[config.mk]
export PLATFORM = sky130hd
export DESIGN_NAME = irsir_tx_top
export DESIGN_NICKNAME = d
export VERILOG_FILES = /design/src/rtl/irsir_pkg.sv /design/src/rtl/irsir_cfg_gate.sv /design/src/rtl/irsir_tick_gen.sv /design/src/rtl/irsir_serializer.sv /design/src/rtl/irsir_pulse_gen.sv /design/src/rtl/irsir_tx_top.sv
export SDC_FILE = /design/constraint.sdc
export NUM_CORES = 1
export LEC_CHECK = 0
export CAP_MARGIN = 0
export CORE_MARGIN = 2
export CORE_UTILIZATION = 59
export DETAILED_ROUTE_END_ITERATION = 10
export GPL_ROUTABILITY_DRIVEN = 1
export PLACE_DENSITY = 0.81
export SLEW_MARGIN = 20
export SYNTH_ARGS = -nofsm -noshare
export SYNTH_HDL_FRONTEND = slang
export SYNTH_SLANG_ARGS = --single-unit
[constraint.sdc]
create_clock -name clk_i -period 3.9 [get_ports clk_i]
set_input_delay 0.78 -clock clk_i [delete_from_list [all_inputs] [get_ports clk_i]]
set_output_delay 0.78 -clock clk_i [all_outputs]
set_load 0.02 [all_outputs]
[src/rtl/irsir_pkg.sv]
package irsir_pkg;
  localparam int REG_AW = 2;
  localparam int REG_DW = 16;

  localparam logic [REG_AW-1:0] ADDR_MODE = 2'd0;
  localparam logic [REG_AW-1:0] ADDR_NEXT = 2'd1;
  localparam logic [REG_AW-1:0] ADDR_STAT = 2'd2;
  localparam logic [REG_AW-1:0] ADDR_CUR  = 2'd3;

  localparam int BAUD_W  = 6;
  localparam int WIDTH_W = 5;
  localparam int PRE_W   = 5;
  localparam int FRAME_BITS = 10;

  typedef struct packed {
    logic [BAUD_W-1:0]  baud;
    logic [WIDTH_W-1:0] width;
    logic [PRE_W-1:0]   preamb;
  } phy_word_t;

  typedef struct packed {
    logic tx_inv;
    logic loop;
    logic rx_en;
    logic tx_en;
    logic crc16;
    logic fir;
    logic mir;
    logic sir;
  } mode_t;

  typedef struct packed {
    logic rx_st;
    logic tx_st;
    logic crc16_on;
    logic fir_on;
    logic mir_on;
    logic sir_on;
    logic cfg_err;
    logic enabled;
  } status_t;
endpackage

[src/rtl/irsir_cfg_gate.sv]
module irsir_cfg_gate
  import irsir_pkg::*;
(
  input  logic              clk_i,
  input  logic              rst_ni,
  input  logic              wr_en_i,
  input  logic [REG_AW-1:0] addr_i,
  input  logic [REG_DW-1:0] wr_data_i,
  output logic [REG_DW-1:0] rd_data_o,
  output logic              active_o,
  output logic              tx_inv_o,
  output phy_word_t         cur_phy_o
);
  mode_t     mode_q;
  phy_word_t next_q, cur_q;
  logic      en_q, err_q, sir_on_q, mir_on_q, fir_on_q, crc_on_q;

  logic       wr_en_reg, en_rise, en_fall;
  logic [1:0] n_modes;
  status_t    stat;

  assign wr_en_reg = wr_en_i && (addr_i == ADDR_STAT);
  assign en_rise   = wr_en_reg && wr_data_i[0] && !en_q;
  assign en_fall   = wr_en_reg && !wr_data_i[0] && en_q;
  assign n_modes   = {1'b0, mode_q.sir} + {1'b0, mode_q.mir} + {1'b0, mode_q.fir};

  always_ff @(posedge clk_i or negedge rst_ni) begin
    if (!rst_ni) begin
      mode_q   <= '0;
      next_q   <= '0;
      cur_q    <= '0;
      en_q     <= 1'b0;
      err_q    <= 1'b0;
      sir_on_q <= 1'b0;
      mir_on_q <= 1'b0;
      fir_on_q <= 1'b0;
      crc_on_q <= 1'b0;
    end else begin
      if (wr_en_i && addr_i == ADDR_MODE) mode_q <= mode_t'(wr_data_i[7:0]);
      if (wr_en_i && addr_i == ADDR_NEXT) next_q <= phy_word_t'(wr_data_i);
      if (en_rise) begin
        en_q     <= 1'b1;
        cur_q    <= next_q;
        err_q    <= (n_modes > 2'd1);
        sir_on_q <= mode_q.sir && (n_modes == 2'd1);
        mir_on_q <= mode_q.mir && (n_modes == 2'd1);
        fir_on_q <= mode_q.fir && (n_modes == 2'd1);
        crc_on_q <= mode_q.crc16;
      end else if (en_fall) begin
        en_q     <= 1'b0;
        err_q    <= 1'b0;
        sir_on_q <= 1'b0;
        mir_on_q <= 1'b0;
        fir_on_q <= 1'b0;
        crc_on_q <= 1'b0;
      end
    end
  end

  always_comb begin
    stat.enabled  = en_q;
    stat.cfg_err  = err_q;
    stat.sir_on   = sir_on_q;
    stat.mir_on   = mir_on_q;
    stat.fir_on   = fir_on_q;
    stat.crc16_on = crc_on_q;
    stat.tx_st    = mode_q.tx_en;
    stat.rx_st    = mode_q.rx_en && (!mode_q.tx_en || mode_q.loop);
    unique case (addr_i)
      ADDR_MODE: rd_data_o = {8'h00, mode_q};
      ADDR_NEXT: rd_data_o = next_q;
      ADDR_STAT: rd_data_o = {8'h00, stat};
      default:   rd_data_o = cur_q;
    endcase
  end

  assign active_o  = en_q && sir_on_q && mode_q.tx_en;
  assign tx_inv_o  = mode_q.tx_inv;
  assign cur_phy_o = cur_q;


  cfg_err_excl_chk: assert property (@(posedge clk_i) disable iff (!rst_ni)
    err_q |-> !(sir_on_q || mir_on_q || fir_on_q));


  on_onehot_chk: assert property (@(posedge clk_i) disable iff (!rst_ni)
    $onehot0({sir_on_q, mir_on_q, fir_on_q}));


  cur_hold_chk: assert property (@(posedge clk_i) disable iff (!rst_ni)
    (en_q && $past(en_q)) |-> $stable(cur_q));
endmodule

[src/rtl/irsir_tick_gen.sv]
module irsir_tick_gen #(
  parameter int CLK_HZ  = 40_000_000,
  parameter int SAMP_HZ = 1_843_200
) (
  input  logic clk_i,
  input  logic rst_ni,
  input  logic restart_i,
  output logic tick_o
);
  localparam int ACC_W = $clog2(CLK_HZ + SAMP_HZ) + 1;
  localparam logic [ACC_W-1:0] CLK_V  = ACC_W'(CLK_HZ);
  localparam logic [ACC_W-1:0] SAMP_V = ACC_W'(SAMP_HZ);

  logic [ACC_W-1:0] acc_q, acc_sum;

  assign acc_sum = acc_q + SAMP_V;
  assign tick_o  = !restart_i && (acc_sum >= CLK_V);

  always_ff @(posedge clk_i or negedge rst_ni) begin
    if (!rst_ni)        acc_q <= '0;
    else if (restart_i) acc_q <= '0;
    else if (tick_o)    acc_q <= acc_sum - CLK_V;
    else                acc_q <= acc_sum;
  end


  acc_range_chk: assert property (@(posedge clk_i) disable iff (!rst_ni)
    acc_q < CLK_V);
endmodule

[src/rtl/irsir_serializer.sv]
module irsir_serializer
  import irsir_pkg::*;
(
  input  logic              clk_i,
  input  logic              rst_ni,
  input  logic              active_i,
  input  logic              tick_i,
  input  logic [BAUD_W-1:0] baud_i,
  input  logic [7:0]        tx_data_i,
  input  logic              tx_valid_i,
  output logic              tx_ready_o,
  output logic              accept_o,
  output logic              fire_o
);
  localparam int TCNT_W = BAUD_W + 4;
  localparam int IDX_W  = $clog2(FRAME_BITS);

  logic                  busy_q;
  logic [FRAME_BITS-1:0] sh_q;
  logic [IDX_W-1:0]      idx_q;
  logic [TCNT_W-1:0]     tcnt_q;
  logic [TCNT_W-1:0]     tlim;
  logic                  bit_end, last_bit;

  assign tlim       = {baud_i, 4'hF};
  assign tx_ready_o = active_i && !busy_q;
  assign accept_o   = tx_ready_o && tx_valid_i;
  assign bit_end    = busy_q && tick_i && (tcnt_q == tlim);
  assign last_bit   = (idx_q == IDX_W'(FRAME_BITS - 1));
  assign fire_o     = accept_o || (bit_end && !last_bit && !sh_q[1]);

  always_ff @(posedge clk_i or negedge rst_ni) begin
    if (!rst_ni) begin
      busy_q <= 1'b0;
      sh_q   <= '1;
      idx_q  <= '0;
      tcnt_q <= '0;
    end else if (!active_i) begin
      busy_q <= 1'b0;
    end else if (accept_o) begin
      busy_q <= 1'b1;
      sh_q   <= {1'b1, tx_data_i, 1'b0};
      idx_q  <= '0;
      tcnt_q <= '0;
    end else if (busy_q && tick_i) begin
      if (tcnt_q == tlim) begin
        tcnt_q <= '0;
        if (last_bit) busy_q <= 1'b0;
        else begin
          idx_q <= idx_q + 1'b1;
          sh_q  <= {1'b1, sh_q[FRAME_BITS-1:1]};
        end
      end else begin
        tcnt_q <= tcnt_q + 1'b1;
      end
    end
  end


  accept_busy_chk: assert property (@(posedge clk_i) disable iff (!rst_ni)
    accept_o |=> !tx_ready_o);
endmodule

[src/rtl/irsir_pulse_gen.sv]
module irsir_pulse_gen
  import irsir_pkg::*;
#(
  parameter int PW_DIV = 5
) (
  input  logic               clk_i,
  input  logic               rst_ni,
  input  logic               abort_i,
  input  logic               fire_i,
  input  logic [BAUD_W-1:0]  baud_i,
  input  logic [WIDTH_W-1:0] width_i,
  output logic               pulse_o
);
  localparam int PW_W = (PW_DIV > 1) ? $clog2(PW_DIV) : 1;
  localparam logic [PW_W-1:0] PW_LAST = PW_W'(PW_DIV - 1);

  logic [PW_W-1:0]    pw_q;
  logic [BAUD_W-1:0]  bd_q;
  logic [WIDTH_W-1:0] w_q;
  logic               pulse_q;

  always_ff @(posedge clk_i or negedge rst_ni) begin
    if (!rst_ni) begin
      pulse_q <= 1'b0;
      pw_q    <= '0;
      bd_q    <= '0;
      w_q     <= '0;
    end else if (abort_i) begin
      pulse_q <= 1'b0;
    end else if (fire_i) begin
      pulse_q <= 1'b1;
      pw_q    <= '0;
      bd_q    <= '0;
      w_q     <= '0;
    end else if (pulse_q) begin
      if (pw_q == PW_LAST) begin
        pw_q <= '0;
        if (bd_q == baud_i) begin
          bd_q <= '0;
          if (w_q == width_i) pulse_q <= 1'b0;
          else                w_q <= w_q + 1'b1;
        end else begin
          bd_q <= bd_q + 1'b1;
        end
      end else begin
        pw_q <= pw_q + 1'b1;
      end
    end
  end

  assign pulse_o = pulse_q;


  fire_pulse_chk: assert property (@(posedge clk_i) disable iff (!rst_ni)
    (fire_i && !abort_i) |=> pulse_q);
endmodule

[src/rtl/irsir_tx_top.sv]
module irsir_tx_top
  import irsir_pkg::*;
#(
  parameter int CLK_HZ  = 40_000_000,
  parameter int SAMP_HZ = 1_843_200,
  parameter int PW_DIV  = 5
) (
  input  logic        clk_i,
  input  logic        rst_ni,
  input  logic        wr_en_i,
  input  logic [1:0]  addr_i,
  input  logic [15:0] wr_data_i,
  output logic [15:0] rd_data_o,
  input  logic [7:0]  tx_data_i,
  input  logic        tx_valid_i,
  output logic        tx_ready_o,
  output logic        ir_tx_o
);
  logic      active, tx_inv, tick, accept, fire, pulse;
  phy_word_t cur_phy;

  irsir_cfg_gate u_cfg (
    .clk_i, .rst_ni, .wr_en_i, .addr_i, .wr_data_i, .rd_data_o,
    .active_o(active), .tx_inv_o(tx_inv), .cur_phy_o(cur_phy)
  );

  irsir_tick_gen #(.CLK_HZ(CLK_HZ), .SAMP_HZ(SAMP_HZ)) u_tick (
    .clk_i, .rst_ni, .restart_i(accept), .tick_o(tick)
  );

  irsir_serializer u_ser (
    .clk_i, .rst_ni, .active_i(active), .tick_i(tick), .baud_i(cur_phy.baud),
    .tx_data_i, .tx_valid_i, .tx_ready_o, .accept_o(accept), .fire_o(fire)
  );

  irsir_pulse_gen #(.PW_DIV(PW_DIV)) u_pulse (
    .clk_i, .rst_ni, .abort_i(!active), .fire_i(fire),
    .baud_i(cur_phy.baud), .width_i(cur_phy.width), .pulse_o(pulse)
  );

  assign ir_tx_o = pulse ^ tx_inv;
endmodule

==> results.yml, run 1 <==
run_status:
  status: "finished, final reports clean"
route:
  drt_wl_total_um: 12440
  detailroute.via_count: 4382
  number_of_design_rule_violations_left_after_detail_routing: 0
  route.detailed.wl_per_inst_um: 16.79
  detailed_routing_iterations_pass_1: 4
  avgViaCountPerCell: 5.914
  ant_nets: 0
  drt_iter0_drc: 233
sta:
  worst_hold_slack_ns: 0.4388
  fin_crit_sh: 0.9008
  worst_clock_skew_ns: 0.01108
  fin_ws_ns: 0.3868
  max_slew_margin: 0.5287
  max_freq_mhz: 284.6
  setup_total_negative_slack_ns: 0
  grt_setup_unrepaired: "no"
  period_needed_ns: 3.513
  setup_viol_count_final: 0
  worstMarginPinSlew_ns: 0.7023
  hold_viol_final: 0
  drv_slew: 0
pwr:
  p_total_mw: 4.539
  p_per_area_mw_per_mm2: 682.6
  cellLeakagePower_nw: 2.789
  peakVddDrop_mv: 0.3914
worst_setup_path:
  end_kind: "flip-flop"
  cp_data_required_time_ns: 4.20
  cpMostUsedCell: "nor4_1"
  path_delay_family: "simple AND/OR/NAND/NOR gates"
  crit_path_launch_type: "flip-flop"
  critPathMaxFanout: 11
  critPathSlowestCell: "or4b_1"
  crit_type: "reg -> reg"
  crit_buf_inv: 2
  critical-path-max-stage-delay_ns: 0.74
  critical_path.cell_chain: "inv_1 -> ha_1 -> and4b_1 -> nor4_1 -> nor4_1 -> nor3_2 -> a211oi_2 -> nor2_2 -> or4b_1 -> buf_4 -> mux2i_1 -> o21ai_0"
  critical_path_arrival_ns: 3.81
yosys:
  postSynthCellCount: 559
  synth.ff_latch_count: 102
  ys_top_cells_by_count: "dfrtp_1, mux2_2, nor2_1, o21ai_0, xnor2_1"
  synth.net_count: 601
  share_of_synthesized_area_spent_on_multiplexers: 0.1423
  synthXorXnorAreaFrac: 0.06661
  synth_enable_flop_cells: 0
  post_synth_instance_area_mm2: 0.005786
  synthMostInstantiatedCell: "dfrtp_1"
  synth.yosys.seq_area_share: 0.4429
  synthDistinctLibCells: 63
  synth.area.top_cells: "dfrtp_1, mux2_2, xnor2_1"
  ys_warn_count: 0
  post_synth_fa_ha_maj_area_fraction: 0.02725
  yosys.area_share.simple: 0.1719
  syn-mean-instance-area_um2: 10.35
  asyncSetResetFlopFracSynth: 1.000
  compound_cell_area_share_of_the_yosys_netlist: 0.1155
  synthDominantAreaCellType: "dfrtp_1"
  synth_top_family_by_area: "simple AND/OR/NAND/NOR gates"
  synth_top_area_share: 0.4066
  postSynth.topFlopCell: "dfrtp_1"
run:
  max-cap-violations: 0
cts:
  tritoncts: "yes"
  clock_insertion_delay_worst_skew_ns: 0.38
  clock_sinks: 102
  post_cts_buffers: 0
  clock_tree_root_buffer_cell: "clkbuf_8"
  cts-buffers-inserted: 9
  cts_htree_levels: 3
  maximum_root_to_sink_buffer_count: 2
  cts.reportedPaths.clkPinSlew_ns: 0.10
global_route:
  via_count_of_the_first_global_routing_pass: 4352
  grt-ovfl-total: 0
  grt_antenna_before_repair: 0
  grt_first_pass_wirelength_um: 21180
  largest_net_degree_at_the_start_of_global_routing: 55
  track_usage: 0.2572
finish:
  drive_above_1_share: 0.1743
  num_antenna_cells: 0
  layout_cell_area_excl_fill_mm2: 0.006650
  post_layout_nonfiller_instances: 741
  finalCoreUtilization: 0.6899
  syn2layout_area_growth_pct: 14.94
  fin_nets: 645
place:
  finalWeightedCongestion: 0.8637
  place_ws_ns: 0.3841
  dpl-instance-area_mm2: 0.006404
  count_of_buffers_inserted_at_the_top_level_ports: 47
  place_inst: 725
  hpwl_um: 8700
die:
  coreArea_mm2: 0.009639
  number_of_core_rows: 36
  fp.dieArea_mm2: 0.01061
  die_x_um: 103.0
  dieHeight_um: 103.0
  ioPinCount: 48
  start_util: 0.6002
worst_hold_path:
  hold_class: "in -> async"
flip-flops by register name, summed over array words and instances, names as in the netlist, 3 cells and up:
signal           cells
u_cfg.cur_phy_o     16
u_cfg.next_q        16
u_ser.sh_q           8
u_tick.acc_q        18
u_cfg.mode_q         7
u_ser.idx_q          4
u_pulse.pw_q         3
u_pulse.w_q          5
u_pulse.bd_q         6
u_ser.tcnt_q        10
kinds of logic (layout without fill, tap and decap cells):
logic type / after synthesis / after routing
AND/OR/NAND/NOR: 184 / 184
AO/OA/AOI/OAI: 105 / 105
flip-flops: 102 / 102
multiplexers: 67 / 67
buffers and inverters: 45 / 94
XOR/XNOR: 44 / 44
adder cells (fa/ha/maj): 12 / 12
layout by cell type, fill, tap and decap left out, drive strengths merged, types with 3 or more instances in the layout:
| master | Yosys | layout |
|---|---|---|
| nor2 | 37 | 37 |
| clkdlybuf4s50 | 0 | 46 |
| clkbuf | 19 | 11 |
| nand2 | 31 | 31 |
| a31oi | 4 | 4 |
| mux2 | 42 | 42 |
| xor2 | 13 | 13 |
| nand4 | 9 | 9 |
| mux4 | 8 | 8 |
| nor3b | 7 | 7 |
| o21ai | 38 | 38 |
| xnor2 | 31 | 31 |
| dfrtp | 94 | 94 |
| or3 | 12 | 12 |
| inv | 16 | 16 |
| a211oi | 3 | 3 |
| dfstp | 8 | 8 |
| o31ai | 6 | 6 |
| and3 | 10 | 10 |
| and2 | 4 | 4 |
| nor2b | 16 | 16 |
| and4 | 4 | 4 |
| nor3 | 10 | 10 |
| mux2i | 17 | 17 |
| a21oi | 24 | 24 |
| or2 | 5 | 5 |
| nor4 | 5 | 5 |
| a22o | 11 | 11 |
| buf | 10 | 16 |
| ha | 11 | 11 |
| nand3 | 24 | 24 |
path summary, 6_finish.rpt:
path	cells past startpoint	slack, ns	to	start
worst max-delay path	12	0.39	u_ser.sh_q[1]$_DFFE_PN1P_	u_tick.acc_q[9]$_DFFE_PN0P_
worst min-delay path	1	0.44	u_tick.acc_q[17]$_DFF_PN0_	rst_ni
worst max register to register	12	0.39	u_ser.sh_q[1]$_DFFE_PN1P_	u_tick.acc_q[9]$_DFFE_PN0P_
worst min register to register	2	0.48	u_ser.sh_q[8]$_DFFE_PN1P_	u_ser.sh_q[8]$_DFFE_PN1P_
max in group asynchronous	2	2.59	u_ser.sh_q[4]$_DFFE_PN1P_	rst_ni
min in group clk_i	2	0.48	u_ser.sh_q[8]$_DFFE_PN1P_	u_ser.sh_q[8]$_DFFE_PN1P_
worst reg2reg max path, delay by kind of cell, from the launching register on:
family / cells / cell delay, ns
simple gates: 6 / 1.92
flops: 1 / 0.43
compound gates: 2 / 0.41
buf+inv: 2 / 0.34
fa+ha+maj: 1 / 0.23
mux: 1 / 0.12
what timing repair did:
action	in CTS	in global routing
hold buffers	0	0
resized for setup	0	1
endpoints found under the setup margin	0	1
report_power, final:
group          internal (mW)  switching, mW  leakage [nW]
combinational          0.942          0.975          1.47
clock                  0.403          0.379         0.119
sequential              1.43          0.414          1.20
final cells by class:
type	count	area, um^2
timing repair buffer	62	580.6
fill	752	2989
inverter	16	60.06
clock buffer	11	151.4
multi-input combinational	412	3037
clock inverter	5	92.59
sequential	102	2562
tap	133	166.4
layer usage:
metal,global-route usage,wire [um],vias to the layer above
met5,0,0,-
met4,0.08097,154,0
met3,0.07661,672,13
met2,0.4286,6379,102
met1,0.3244,5236,2172
li1,-,-,2095
Note: power is estimated with default switching activity, not from simulation.
==> run 2: changes to the inputs <==
--- a/config.mk
+++ b/config.mk
@@ -7,10 +7,10 @@
 export LEC_CHECK = 0
 export CAP_MARGIN = 0
 export CORE_MARGIN = 2
-export CORE_UTILIZATION = 59
+export CORE_UTILIZATION = 40
 export DETAILED_ROUTE_END_ITERATION = 10
 export GPL_ROUTABILITY_DRIVEN = 1
-export PLACE_DENSITY = 0.81
+export PLACE_DENSITY = 0.59
 export SLEW_MARGIN = 20
 export SYNTH_ARGS = -nofsm -noshare
 export SYNTH_HDL_FRONTEND = slang
==> constraint.sdc (replaced) <==
create_clock -name clk_i -period 3.9 [get_ports clk_i]
set_input_delay 0.78 -clock clk_i [delete_from_list [all_inputs] [get_ports clk_i]]
set_output_delay 0.78 -clock clk_i [all_outputs]
set_load 0.01 [all_outputs]
==> results.yml, run 2 (synthesis gave the netlist of run 1 again) <==
run_status:
  status: "finished, final reports clean"
worst_setup_path:
  end_kind: "flip-flop"
  crit_path_launch_type: "flip-flop"
  worst_r2r_path_depth: 11
  startpoint_of_the_worst_setup_timing_path: "u_tick.acc_q[13]$_DFF_PN0_"
  critical_path_arrival_ns: 3.72
  crit_type: "reg -> reg"
  critPathMaxFanout: 13
  cp_data_required_time_ns: 4.16
  crit-reg2reg-capture: "u_ser.sh_q[2]$_DFFE_PN1P_"
  reg2reg_setup_slack_ns: 0.44
  r2r-start: "u_tick.acc_q[13]$_DFF_PN0_"
die:
  start_util: 0.4136
  coreArea_mm2: 0.01399
  ioPinCount: 48
  number_of_core_rows: 43
  dieHeight_um: 124.3
  die_x_um: 124.3
  fp.dieArea_mm2: 0.01544
cts:
  clock_sinks: 102
  maximum_root_to_sink_buffer_count: 2
  post_cts_buffers: 0
  clock_insertion_delay_worst_skew_ns: 0.35
  cts_htree_levels: 3
  cts.reportedPaths.clkPinSlew_ns: 0.08
  tritoncts: "yes"
  clock_tree_root_buffer_cell: "clkbuf_16"
  cts-buffers-inserted: 9
pwr:
  power.clock.fraction: 0.206
  cellLeakagePower_nw: 2.831
  pwr-share-comb: 0.402
  internal_power_mw: 2.901
  peakVddDrop_mv: 0.2489
  p_seq_frac: 0.392
  p_per_area_mw_per_mm2: 689.9
  p_total_mw: 4.693
  swShare: 0.3818
  switching_power_mw: 1.792
route:
  route.detailed.wl_per_inst_um: 16.01
  detailroute.via_count: 4326
  drt_wl_total_um: 12620
  number_of_design_rule_violations_left_after_detail_routing: 0
  ant_nets: 0
  drt_iter0_drc: 284
  avgViaCountPerCell: 5.490
  detailed_routing_iterations_pass_1: 7
finish:
  syn2layout_area_growth_pct: 17.58
  fin_nets: 645
  layout.cells.most_common_list: "dfrtp_1, clkdlybuf4s50_1, mux2_2"
  layout.cells.most_common: "dfrtp_1"
  largest-register: "u_tick.acc_q"
  num_antenna_cells: 0
  largest_register_ffs: 18
  finalCoreUtilization: 0.4863
  drive_above_1_share: 0.1743
  fill_cells: 1333
global_route:
  via_count_of_the_first_global_routing_pass: 4307
  largest_net_degree_at_the_start_of_global_routing: 60
  grt-ovfl-total: 0
  grt_antenna_before_repair: 0
  grt_first_pass_wirelength_um: 21740
  track_usage: 0.1698
sta:
  setup_viol_count_final: 0
  drv_slew: 0
  grt_setup_unrepaired: "no"
  setup_total_negative_slack_ns: 0
  worst_clock_skew_ns: 0.01122
  hold_viol_final: 0
  period_needed_ns: 3.458
  fin_crit_sh: 0.8865
  max_freq_mhz: 289.2
  max_slew_margin: 0.4820
  worstMarginPinSlew_ns: 0.7771
worst_hold_path:
  min-delay-start: "u_ser.sh_q[8]$_DFFE_PN1P_"
  min_delay_path_depth: 2
  worst_hold_path.endpoint: "u_ser.sh_q[8]$_DFFE_PN1P_"
  hold_class: "reg -> reg"
place:
  count_of_buffers_inserted_at_the_top_level_ports: 47
  finalWeightedCongestion: 0.7951
  hpwl_um: 8778
run:
  max-cap-violations: 0
[run 2: changes by cell type in the layout (fill, tap and decap cells not counted), sizes merged]
cell and delta:
bufinv -1, clkbuf -2, clkinvlp -1, inv +4
[run 2: power by group through the flow]
stage / registers, mW / logic (mW) / clock network [mW]
floorplan: 1.67 / 1.57 / 0
global placement: 1.84 / 1.85 / 0
detailed placement: 1.85 / 1.89 / 0
CTS: 1.84 / 1.90 / 1.00
global route: 1.91 / 2.13 / 1.06
finish: 1.84 / 1.89 / 0.967
[run 2: worst max-delay path, stage by stage (launching register included)]
cell and delay (ns):
dfrtp_1 0.51, ha_2 0.38, nand4_1 0.25, and2_1 0.32, nor2_2 0.12, xnor2_1 0.14, a211oi_2 0.28, nor2_2 0.09
or4b_1 0.75, buf_4 0.26, mux2i_1 0.11, o21ai_0 0.16
[run 2: per-layer routing]
metal | GRT usage | vias to the layer above | part of all wire
met4 | 0.03569 | 0 | 0.010
li1 | - | 2103 | -
met3 | 0.04983 | 13 | 0.042
met5 | 0 | - | 0
met1 | 0.2232 | 2132 | 0.45
met2 | 0.2800 | 78 | 0.49
[run 2: area by class of cell]
cell class | instances | area [um^2] | share of cell area
clock inverter | 7 | 100.1 | 0.01471
timing repair buffer | 62 | 593.1 | 0.08718
tap | 180 | 225.2 | 0.03311
multi-input combinational | 412 | 3037 | 0.4464
inverter | 16 | 60.06 | 0.008828
sequential | 102 | 2562 | 0.3767
clock buffer | 9 | 225.2 | 0.03311
[run 2: how the worst max path moves through the flow]
stage / to / slack [ns] / cells after the start
floorplan: u_ser.idx_q[2]$_DFFE_PN0P_ / 0.91 / 12
global route: u_ser.sh_q[1]$_DFFE_PN1P_ / 0.16 / 11
CTS: u_ser.sh_q[2]$_DFFE_PN1P_ / 0.35 / 11
finish: u_ser.sh_q[2]$_DFFE_PN1P_ / 0.44 / 11
global placement: rd_data_o[0] / 0.50 / 3
detailed placement: u_ser.sh_q[2]$_DFFE_PN1P_ / 0.39 / 11
[run 2: timing repair]
item	in CTS	in global routing
hold buffers	0	0
gates resized for setup	0	1
setup endpoints to repair	0	1
[run 2: metrics by stage]
step	hold slack (ns)	std cells	instance area (um^2)	worst slack (ns)
floorplan	0.4496	559	5786	0.9135
global placement	0.4604	772	6475	0.5010
detailed placement	0.4749	772	6475	0.3876
CTS	0.4849	788	6800	0.3457
global route	0.5252	788	6803	0.1563
finish	0.4811	788	6803	0.4425
==> run 3: changes to the inputs <==
--- a/config.mk
+++ b/config.mk
@@ -10,7 +10,7 @@
 export CORE_UTILIZATION = 40
 export DETAILED_ROUTE_END_ITERATION = 10
 export GPL_ROUTABILITY_DRIVEN = 1
-export PLACE_DENSITY = 0.59
+export PLACE_DENSITY_LB_ADDON = 0.05
 export SLEW_MARGIN = 20
 export SYNTH_ARGS = -nofsm -noshare
 export SYNTH_HDL_FRONTEND = slang
==> results.yml, run 3 (synthesis gave the netlist of run 1 again) <==
place:
  finalWeightedCongestion: 0.8104
  hpwl_um: 9371
  place_inst: 777
  dpl-instance-area_mm2: 0.006500
  count_of_buffers_inserted_at_the_top_level_ports: 47
finish:
  drive_above_1_share: 0.1794
  num_antenna_cells: 0
  fin_nets: 650
  layout.cells.most_common_list: "dfrtp_1, clkdlybuf4s50_1, mux2_2"
  layout.cells.most_common: "dfrtp_1"
  syn2layout_area_growth_pct: 17.78
  post_layout_nonfiller_instances: 793
  largest-register: "u_tick.acc_q"
  largest_register_ffs: 18
  layout_cell_area_excl_fill_mm2: 0.006814
  finalCoreUtilization: 0.4871
worst_setup_path:
  timing.critical_path.to: "u_ser.idx_q[1]$_DFFE_PN0P_"
  end_kind: "flip-flop"
  crit_type: "reg -> reg"
  crit_path_launch_type: "flip-flop"
  crit-reg2reg-capture: "u_ser.idx_q[1]$_DFFE_PN0P_"
  cp_data_required_time_ns: 4.18
  critical_path.cell_chain: "ha_1 -> nand4_1 -> and2_1 -> nor2_2 -> xnor2_1 -> a211oi_2 -> nor2_2 -> or4b_1 -> buf_4 -> or2_0 -> a21oi_1"
  crit_buf_inv: 1
  cpMostUsedCell: "nor2_2"
  critPathMaxFanout: 13
  reg2reg_setup_slack_ns: 0.45
  worst-path-stages: 11
  critical-path-max-stage-delay_ns: 0.61
  critPathSlowestCell: "or4b_1"
  r2r-start: "u_tick.acc_q[14]$_DFF_PN0_"
  startpoint_of_the_worst_setup_timing_path: "u_tick.acc_q[14]$_DFF_PN0_"
  worst_r2r_path_depth: 11
  critical_path_arrival_ns: 3.73
  path_delay_family: "simple AND/OR/NAND/NOR gates"
global_route:
  use_met3: 0.04338
  grt_util_met1: 0.2449
  largest_net_degree_at_the_start_of_global_routing: 57
  grt_first_pass_wirelength_um: 22040
  via_count_of_the_first_global_routing_pass: 4313
  grt_antenna_before_repair: 0
  grt-ovfl-total: 0
  grt-busiest-layer: "met2"
  met2_track_usage_gr: 0.2784
  track_usage: 0.1755
sta:
  setup_total_negative_slack_ns: 0
  setup_viol_count_final: 0
  grt_setup_unrepaired: "no"
  max_freq_mhz: 289.5
  worstMarginPinSlew_ns: 0.7494
  worst_clock_skew_ns: 0.01019
  max_slew_margin: 0.5004
  drv_slew: 0
  hold_viol_final: 0
  fin_crit_sh: 0.8857
  period_needed_ns: 3.454
run:
  max-cap-violations: 0
route:
  avgViaCountPerCell: 5.501
  detailroute.via_count: 4362
  drt_iter0_drc: 264
  route.detailed.wl_per_inst_um: 16.47
  drt_wl_total_um: 13060
  detailed_routing_iterations_pass_1: 8
  number_of_design_rule_violations_left_after_detail_routing: 0
  ant_nets: 0
pwr:
  peakVddDrop_mv: 0.2835
  p_per_area_mw_per_mm2: 684.1
  p_total_mw: 4.661
  cellLeakagePower_nw: 2.847
cts:
  post_cts_buffers: 0
  cts.reportedPaths.clkPinSlew_ns: 0.08
  clock_tree_root_buffer_cell: "clkbuf_16"
  tritoncts: "yes"
  cts_htree_levels: 3
  postCtsResizedCells: 0
  clock_insertion_delay_worst_skew_ns: 0.36
  ctsHoldBuffers: 0
  cts-buffers-inserted: 9
  maximum_root_to_sink_buffer_count: 2
  clock_sinks: 102
die:
  start_util: 0.4136
  ioPinCount: 48
  coreArea_mm2: 0.01399
  number_of_core_rows: 43
  fp.dieArea_mm2: 0.01544
  dieHeight_um: 124.3
  die_x_um: 124.3
worst_hold_path:
  hold_class: "in -> async"
run_status:
  status: "finished, final reports clean"
==> run 3: cell count changes in the layout (fill, tap and decap cells not counted) <==
cell / before / now
buf_12: 1 / 0
buf_4: 15 / 21
bufinv_16: 1 / 0
clkinv_4: 0 / 2
clkinv_8: 2 / 3
ha_1: 10 / 11
ha_2: 1 / 0
inv_6: 3 / 0
inv_8: 1 / 2
==> run 3: layout make-up <==
class / instances / area [um^2]
multi-input cells: 412 / 3034
clock inverters: 7 / 88.84
clock buffers: 9 / 225.2
flip-flops and latches: 102 / 2562
repair buffers: 67 / 618.1
well taps: 180 / 225.2
inverters: 16 / 60.06
fillers: 1309 / 7174
==> run 3: per-stage QoR <==
step	hold WS, ns	setup WS, ns
global route	0.5374	0.2222
global placement	0.4686	0.5460
detailed placement	0.4825	0.4845
finish	0.4832	0.4456
floorplan	0.4496	0.9135
CTS	0.4908	0.4636
==> run 3: worst register-to-register path: stages, from the launching register on <==
cell	delay [ns]
dfrtp_1	0.44
ha_1	0.44
nand4_1	0.31
and2_1	0.33
nor2_2	0.11
xnor2_1	0.14
a211oi_2	0.27
nor2_2	0.13
or4b_1	0.61
buf_4	0.23
or2_0	0.21
a21oi_1	0.15
==> run 3: layer usage <==
metal	share of wire	routed length (um)
met2	0.48	6214
met5	0	0
met3	0.039	511
met4	0.0094	123
met1	0.48	6208
==> run 3: where the power goes <==
part | switching [mW] | internal (mW)
clock network | 0.460 | 0.461
logic | 0.954 | 0.945
registers | 0.415 | 1.43
total | 1.83 | 2.83
==> run 3: worst min-delay path by stage <==
| stage | from | end | slack (ns) |
|---|---|---|---|
| 6_report | rst_ni | u_cfg.next_q[12]$_DFFE_PN0P_ | 0.48 |
| 5_1_grt | rst_ni | u_cfg.cur_phy_o[4]$_DFFE_PN0P_ | 0.54 |
| 4_1_cts | u_ser.sh_q[8]$_DFFE_PN1P_ | u_ser.sh_q[8]$_DFFE_PN1P_ | 0.49 |
| 3_5_place_dp | u_ser.sh_q[8]$_DFFE_PN1P_ | u_ser.sh_q[8]$_DFFE_PN1P_ | 0.48 |
| 3_3_place_gp | u_ser.sh_q[8]$_DFFE_PN1P_ | u_ser.sh_q[8]$_DFFE_PN1P_ | 0.47 |
| 2_1_floorplan | u_ser.sh_q[8]$_DFFE_PN1P_ | u_ser.sh_q[8]$_DFFE_PN1P_ | 0.45 |
